### config.mk
export PLATFORM = sky130hd
export DESIGN_NAME = oprnd_ea_seq
export DESIGN_NICKNAME = d
export VERILOG_FILES = /design/src/rtl/ea_seq_pkg.sv /design/src/rtl/ea_step_calc.sv /design/src/rtl/ea_mem_req.sv /design/src/rtl/oprnd_ea_seq.sv
export SDC_FILE = /design/constraint.sdc
export NUM_CORES = 1
export LEC_CHECK = 0
export ABC_AREA = 1
export BUFFER_PORTS_ARGS = -buffer_cell sky130_fd_sc_hd__clkbuf_2
export CELL_PAD_IN_SITES_DETAIL_PLACEMENT = 1
export CELL_PAD_IN_SITES_GLOBAL_PLACEMENT = 2
export CORE_UTILIZATION = 32
export DETAILED_ROUTE_END_ITERATION = 16
export PLACE_DENSITY_LB_ADDON = 0.1
export SYNTH_ARGS = -nofsm -noshare
export SYNTH_HDL_FRONTEND = slang
export SYNTH_SLANG_ARGS = --single-unit
### constraint.sdc
create_clock -name clk -period 5.6 [get_ports clk]
set_input_delay 0.84 -clock clk [delete_from_list [all_inputs] [get_ports clk]]
set_output_delay 0.84 -clock clk [all_outputs]
set_load 0.02 [all_outputs]
### src/rtl/ea_seq_pkg.sv
package ea_seq_pkg;
  typedef enum logic [2:0] {
    S_IDLE, S_REGRD, S_PCRD, S_BASE, S_IDX, S_IND
  } seq_state_t;

  localparam logic [2:0] M_REG     = 3'd0;
  localparam logic [2:0] M_REGDEF  = 3'd1;
  localparam logic [2:0] M_AINC    = 3'd2;
  localparam logic [2:0] M_AINCDEF = 3'd3;
  localparam logic [2:0] M_ADEC    = 3'd4;
  localparam logic [2:0] M_ADECDEF = 3'd5;
  localparam logic [2:0] M_IDX     = 3'd6;
  localparam logic [2:0] M_IDXDEF  = 3'd7;
endpackage

### src/rtl/ea_step_calc.sv
module ea_step_calc #(
  parameter int DW = 16,
  parameter int RW = 3,
  parameter int PC_IDX = 7,
  parameter int SP_IDX = 6
) (
  input  logic [DW-1:0] value,
  input  logic [RW-1:0] reg_idx,
  input  logic          byte_op,
  input  logic          deferred,
  output logic [DW-1:0] inc_val,
  output logic [DW-1:0] dec_val
);
  logic          unit_step;
  logic [DW-1:0] step;

  always_comb begin
    unit_step = byte_op && !deferred &&
                (reg_idx != RW'(PC_IDX)) && (reg_idx != RW'(SP_IDX));
    step    = unit_step ? DW'(1) : DW'(2);
    inc_val = value + step;
    dec_val = value - step;
  end
endmodule

### src/rtl/ea_mem_req.sv
module ea_mem_req #(
  parameter int AW = 16
) (
  input  logic          clk,
  input  logic          rst,
  input  logic          issue,
  input  logic [AW-1:0] issue_addr,
  input  logic          mem_valid,
  output logic          mem_req,
  output logic [AW-1:0] mem_addr,
  output logic          fire
);
  assign fire = mem_req && mem_valid;

  always_ff @(posedge clk) begin
    if (rst) begin
      mem_req  <= 1'b0;
      mem_addr <= '0;
    end else if (issue) begin
      mem_req  <= 1'b1;
      mem_addr <= issue_addr;
    end else if (fire) begin
      mem_req  <= 1'b0;
    end
  end
endmodule

### src/rtl/oprnd_ea_seq.sv
module oprnd_ea_seq
  import ea_seq_pkg::*;
#(
  parameter int DW = 16,
  parameter int RW = 3,
  parameter int PC_IDX = 7,
  parameter int SP_IDX = 6
) (
  input  logic          clk,
  input  logic          rst,
  input  logic          start,
  input  logic [2:0]    spec_mode,
  input  logic [RW-1:0] spec_reg,
  input  logic          byte_op,
  output logic          done,
  output logic          is_reg,
  output logic [DW-1:0] ea,
  output logic [RW-1:0] rf_rd_idx,
  input  logic [DW-1:0] rf_rd_data,
  output logic          rf_wr_en,
  output logic [RW-1:0] rf_wr_idx,
  output logic [DW-1:0] rf_wr_data,
  output logic          mem_req,
  output logic [DW-1:0] mem_addr,
  input  logic          mem_valid,
  input  logic [DW-1:0] mem_rdata
);
  localparam logic [RW-1:0] PC_SEL = RW'(PC_IDX);

  seq_state_t    state;
  logic [2:0]    mode_q;
  logic [RW-1:0] reg_q;
  logic          byte_q;
  logic [DW-1:0] base_q;
  logic [DW-1:0] inc_val, dec_val, idx_sum, pc_next;
  logic          deferred_step;
  logic          issue, fire;
  logic [DW-1:0] issue_addr;

  assign rf_rd_idx     = (state == S_PCRD) ? PC_SEL : reg_q;
  assign deferred_step = (mode_q == M_AINCDEF) || (mode_q == M_ADECDEF);
  assign idx_sum       = base_q + rf_rd_data;
  assign pc_next       = rf_rd_data + DW'(2);

  ea_step_calc #(.DW(DW), .RW(RW), .PC_IDX(PC_IDX), .SP_IDX(SP_IDX)) u_step (
    .value   (rf_rd_data),
    .reg_idx (reg_q),
    .byte_op (byte_q),
    .deferred(deferred_step),
    .inc_val (inc_val),
    .dec_val (dec_val)
  );

  ea_mem_req #(.AW(DW)) u_mreq (
    .clk       (clk),
    .rst       (rst),
    .issue     (issue),
    .issue_addr(issue_addr),
    .mem_valid (mem_valid),
    .mem_req   (mem_req),
    .mem_addr  (mem_addr),
    .fire      (fire)
  );

  // Memory read launch points
  always_comb begin
    issue      = 1'b0;
    issue_addr = rf_rd_data;
    case (state)
      S_REGRD: begin
        if (mode_q == M_AINCDEF) begin
          issue = 1'b1;
          issue_addr = rf_rd_data;
        end else if (mode_q == M_ADECDEF) begin
          issue = 1'b1;
          issue_addr = dec_val;
        end
      end
      S_PCRD: begin
        issue = 1'b1;
        issue_addr = rf_rd_data;
      end
      S_IDX: begin
        if (mode_q == M_IDXDEF) begin
          issue = 1'b1;
          issue_addr = idx_sum;
        end
      end
      default: ;
    endcase
  end

  always_ff @(posedge clk) begin
    if (rst) begin
      state      <= S_IDLE;
      mode_q     <= '0;
      reg_q      <= '0;
      byte_q     <= 1'b0;
      base_q     <= '0;
      done       <= 1'b0;
      is_reg     <= 1'b0;
      ea         <= '0;
      rf_wr_en   <= 1'b0;
      rf_wr_idx  <= '0;
      rf_wr_data <= '0;
    end else begin
      done     <= 1'b0;
      rf_wr_en <= 1'b0;
      case (state)
        S_IDLE: begin
          if (start) begin
            mode_q <= spec_mode;
            reg_q  <= spec_reg;
            byte_q <= byte_op;
            is_reg <= 1'b0;
            state  <= S_REGRD;
          end
        end
        S_REGRD: begin
          rf_wr_idx <= reg_q;
          case (mode_q)
            M_REG: begin
              is_reg <= 1'b1;
              ea     <= '0;
              done   <= 1'b1;
              state  <= S_IDLE;
            end
            M_REGDEF: begin
              ea    <= rf_rd_data;
              done  <= 1'b1;
              state <= S_IDLE;
            end
            M_AINC: begin
              ea         <= rf_rd_data;
              rf_wr_en   <= 1'b1;
              rf_wr_data <= inc_val;
              done       <= 1'b1;
              state      <= S_IDLE;
            end
            M_AINCDEF: begin
              rf_wr_en   <= 1'b1;
              rf_wr_data <= inc_val;
              state      <= S_IND;
            end
            M_ADEC: begin
              ea         <= dec_val;
              rf_wr_en   <= 1'b1;
              rf_wr_data <= dec_val;
              done       <= 1'b1;
              state      <= S_IDLE;
            end
            M_ADECDEF: begin
              rf_wr_en   <= 1'b1;
              rf_wr_data <= dec_val;
              state      <= S_IND;
            end
            default: state <= S_PCRD;
          endcase
        end
        S_PCRD: begin
          rf_wr_en   <= 1'b1;
          rf_wr_idx  <= PC_SEL;
          rf_wr_data <= pc_next;
          state      <= S_BASE;
        end
        S_BASE: begin
          if (fire) begin
            base_q <= mem_rdata;
            state  <= S_IDX;
          end
        end
        S_IDX: begin
          if (mode_q == M_IDX) begin
            ea    <= idx_sum;
            done  <= 1'b1;
            state <= S_IDLE;
          end else begin
            state <= S_IND;
          end
        end
        S_IND: begin
          if (fire) begin
            ea    <= mem_rdata;
            done  <= 1'b1;
            state <= S_IDLE;
          end
        end
        default: state <= S_IDLE;
      endcase
    end
  end
endmodule

==> results_tabular.tex <==
\begin{tabular}{lr}
\hline
Metric & Value \\
\hline
\multicolumn{2}{l}{\textbf{Status}} \\
\quad Outcome & finished, final reports clean \\
\multicolumn{2}{l}{\textbf{Floorplanning}} \\
\quad Die Ht & 141 µm \\
\quad Core Box Area & 0.0188 mm² \\
\quad I/O pin cnt & 101 \\
\quad Initial Util & 32.9\% \\
\quad Die area & 0.0199 mm² \\
\quad Number of placement rows & 50 \\
\quad Die X-Extent & 141 µm \\
\multicolumn{2}{l}{\textbf{STA}} \\
\quad Slew of the pin with the lowest slew margin & 767 ps \\
\quad Final slew viol count & 0 \\
\quad Final min period & 3400 ps \\
\quad Worst Skew & 9.23 ps \\
\quad Worst slew margin relative to its limit & 48.5\% \\
\quad F\_max & 294 MHz \\
\quad Final Cycle Share & 60.7\% \\
\quad Final setup violation count & 0 \\
\quad Final TNS setup & 0 ps \\
\quad Unrepaired setup endpoints after global routing & no \\
\quad Final Hold Fails & 0 \\
\multicolumn{2}{l}{\textbf{Clock tree}} \\
\quad Post-cts sizing count & 0 \\
\quad Clk buf depth & 2 \\
\quad Clock net sink count & 81 \\
\quad \# Post-CTS Setup Buffers & 0 \\
\quad CTS hold repair buffers & 0 \\
\quad CTS clk-pin slew, worst paths & 80 ps \\
\quad Clk Latency, worst-skew pair & 360 ps \\
\quad CTS HTree Levels & 3 \\
\quad TritonCTS clock tree & yes \\
\quad Total CTS buffers & 9 \\
\quad Root Buffer & sky130\_fd\_sc\_hd\_\_clkbuf\_16 \\
\multicolumn{2}{l}{\textbf{Finish}} \\
\quad ANT cells & 0 \\
\quad Most frequent cells in the layout & 256 x sky130\_fd\_sc\_hd\_\_nand2\_1, 121 x sky130\_fd\_sc\_hd\_\_inv\_1, 112 x sky130\_fd\_sc\_hd\_\_o21ai\_0, 100 x sky130\_fd\_sc\_hd\_\_clkbuf\_2, 98 x sky130\_fd\_sc\_hd\_\_nor2\_1 \\
\quad Layout Area Growth over Synthesis & 14.8\% \\
\quad Final Instance Count excl. Fillers & 1356 \\
\quad Share of layout cells above drive strength 1 & 14.1\% \\
\quad Final \#Nets & 1159 \\
\quad Most frequent standard cell in the layout excluding fill and tap cells & sky130\_fd\_sc\_hd\_\_nand2\_1 \\
\quad Final-layout fill cell count & 2522 \\
\multicolumn{2}{l}{\textbf{Detailed routing}} \\
\quad Vias per cell & 5.00 \\
\quad Router iterations before antenna repair & 5 \\
\quad Routed wire length per instance & 17.9 µm \\
\quad Total number of vias & 6778 \\
\quad Number of nets still failing antenna checks after routing & 0 \\
\quad 1st-iter DRT viols & 379 \\
\quad Total wire length after detailed routing & 24.3 mm \\
\quad Count of unresolved DRC violations after routing & 0 \\
\multicolumn{2}{l}{\textbf{Synth}} \\
\quad Count of unique library cells instantiated by Yosys & 40 \\
\quad Number of enable flip-flop cells after synthesis & 0 \\
\quad Warnings, synthesis & 0 \\
\quad Post-synthesis sequential element count & 81 \\
\quad Post-synthesis sequential area ratio & 26.1\% \\
\quad Cell area after synthesis & 0.00620 mm² \\
\quad Synthesized netlist net count & 1090 \\
\quad Instance count of the mapped netlist & 1022 \\
\quad Fraction of registers with async set or reset after synthesis & 0\% \\
\quad Prevailing post-synth register cell & sky130\_fd\_sc\_hd\_\_dfxtp\_1 \\
\quad Mapped Avg Cell Area & 6.07 µm² \\
\multicolumn{2}{l}{\textbf{Global routing}} \\
\quad Number of antenna violations at the first check in global routing & 0 \\
\quad Maximum number of pins on one net before global-route repair & 44 \\
\quad Remaining global-route overflow & 0 \\
\quad Overall fraction of global-route tracks in use & 25.2\% \\
\quad First-pass GRT wire length & 38.3 mm \\
\quad Vias in the first global route & 6664 \\
\multicolumn{2}{l}{\textbf{Min path}} \\
\quad Class of the tightest hold or removal check & reg2reg \\
\quad Worst hold start & byte\_q \\
\multicolumn{2}{l}{\textbf{Worst setup path}} \\
\quad Kind of launch point of the worst setup path & register \\
\quad Origin of the critical flop-to-flop path & mode\_q[1] \\
\quad Cell with the most instances on the worst path & sky130\_fd\_sc\_hd\_\_inv\_1 \\
\quad CP Data Required Time & 5860 ps \\
\quad Crit Path Max Fanout & 20 \\
\quad Worst path top cell family by delay & simple AND/OR/NAND/NOR gates \\
\quad Data arrival, critical path & 3660 ps \\
\quad Worst setup startpoint & mode\_q[1] \\
\quad Critical path class & reg2reg \\
\quad Kind of end point of the critical path & register \\
\quad Critical Path Slowest Stage Cell & sky130\_fd\_sc\_hd\_\_nand3\_1 \\
\quad WP buf/inv & 3 \\
\quad Critical-path cell list & inv\_1 -> nand3\_1 -> o21ai\_1 -> nor2\_1 -> inv\_1 -> fa\_1 -> nand3\_2 -> nor2\_4 -> xor2\_1 -> nand2\_1 -> nand3\_1 -> nand2\_1 -> o21bai\_1 -> inv\_1 \\
\quad Crit path largest cell delay & 510 ps \\
\multicolumn{2}{l}{\textbf{Run}} \\
\quad Max Cap Violations & 0 \\
\multicolumn{2}{l}{\textbf{Power and ir drop}} \\
\quad Static Leakage & 0.00365 µW \\
\quad Cell area power density & 255 mW/mm² \\
\quad Peak VDD IR & 153 µV \\
\multicolumn{2}{l}{\textbf{Placed design}} \\
\quad DP Wirelength & 19.1 mm \\
\quad Gpl congestion & 0.867 \\
\quad Post-placement cell count & 1340 \\
\quad Number of buffer cells added on primary ports & 100 \\
\hline
\end{tabular}
==> metal layers <==
| layer | part of all wire, % | track usage (%) |
|---|---|---|
| met2 | 46 | 41.1 |
| met4 | 1.2 | 6.86 |
| met3 | 2.6 | 2.31 |
| met5 | 0 | 0 |
| met1 | 50 | 35.4 |
==> where the power goes <==
group	leakage, µW	internal (µW)	switching, µW
Clock	0.000149	355	297
Sequential	0.000660	626	32.9
Combinational	0.00284	145	358
Total	0.00365	1130	689
==> stage by stage <==
stage	cell area [µm²]	hold slack [ps]	total power [µW]	util, %	worst slack, ps
finish	7120	465	1820	37.8	2200
global route	7120	490	1910	37.8	1870
CTS	7120	467	1840	37.8	2210
detailed placement	6820	457	1180	36.2	2260
global placement	6820	447	1170	36.2	2390
floorplan	6200	437	1000	-	3270
==> worst reg2reg max path: stages, from the launching register on <==
cell and delay [ps]:
sky130_fd_sc_hd__dfxtp_1 390, sky130_fd_sc_hd__inv_1 100, sky130_fd_sc_hd__nand3_1 510, sky130_fd_sc_hd__o21ai_1 250, sky130_fd_sc_hd__nor2_1 420, sky130_fd_sc_hd__inv_1 190
sky130_fd_sc_hd__fa_1 470, sky130_fd_sc_hd__nand3_2 170, sky130_fd_sc_hd__nor2_4 70, sky130_fd_sc_hd__xor2_1 330, sky130_fd_sc_hd__nand2_1 100, sky130_fd_sc_hd__nand3_1 90
sky130_fd_sc_hd__nand2_1 60, sky130_fd_sc_hd__o21bai_1 120, sky130_fd_sc_hd__inv_1 50
==> area by class of cell <==
cell class,instances,area (µm²),share of cell area (%)
Clock buffer,9,225,3.16
Clock inverter,7,83.8,1.18
Sequential cell,81,1620,22.8
Timing Repair Buffer,102,515,7.24
Tap cell,260,325,4.57
Inverter,136,510,7.17
Multi-Input combinational cell,761,3840,53.9
==> cells in the mapped netlist, types with 6 or more instances <==
master,instances,area share [%]
sky130_fd_sc_hd__nand3_1,83,6.7
sky130_fd_sc_hd__clkbuf_1,14,0.85
sky130_fd_sc_hd__o211ai_1,8,0.97
sky130_fd_sc_hd__o22ai_1,6,0.61
sky130_fd_sc_hd__a21oi_1,89,7.2
sky130_fd_sc_hd__inv_1,122,7.4
sky130_fd_sc_hd__nor3_1,6,0.48
sky130_fd_sc_hd__nor2_1,98,5.9
sky130_fd_sc_hd__inv_2,14,0.85
sky130_fd_sc_hd__nand4_1,7,0.71
sky130_fd_sc_hd__a31oi_1,6,0.61
sky130_fd_sc_hd__buf_2,17,1.4
sky130_fd_sc_hd__xor2_1,18,2.5
sky130_fd_sc_hd__buf_4,9,1.1
sky130_fd_sc_hd__dfxtp_1,81,26
sky130_fd_sc_hd__ha_1,22,4.4
sky130_fd_sc_hd__nand2_1,256,15
sky130_fd_sc_hd__o21ai_0,112,9.0
sky130_fd_sc_hd__o21ai_1,8,0.65
==> path summary, 6_finish.rpt <==
check | slack [ps] | cells past startpoint | to
max | 2200 | 14 | u_mreq.mem_addr[8]
min | 460 | 2 | byte_q
max reg2reg | 2200 | 14 | u_mreq.mem_addr[8]
min reg2reg | 460 | 2 | byte_q
==> cell families after synthesis <==
family / synth area share, %
AO/OA/AOI/OAI: 20.5
AND/OR/NAND/NOR: 33.0
adder cells (fa/ha/maj): 5.41
flip-flops: 26.1
XOR/XNOR: 3.11
buffers and inverters: 11.9
No activity file was read; power rests on OpenSTA's default activity.
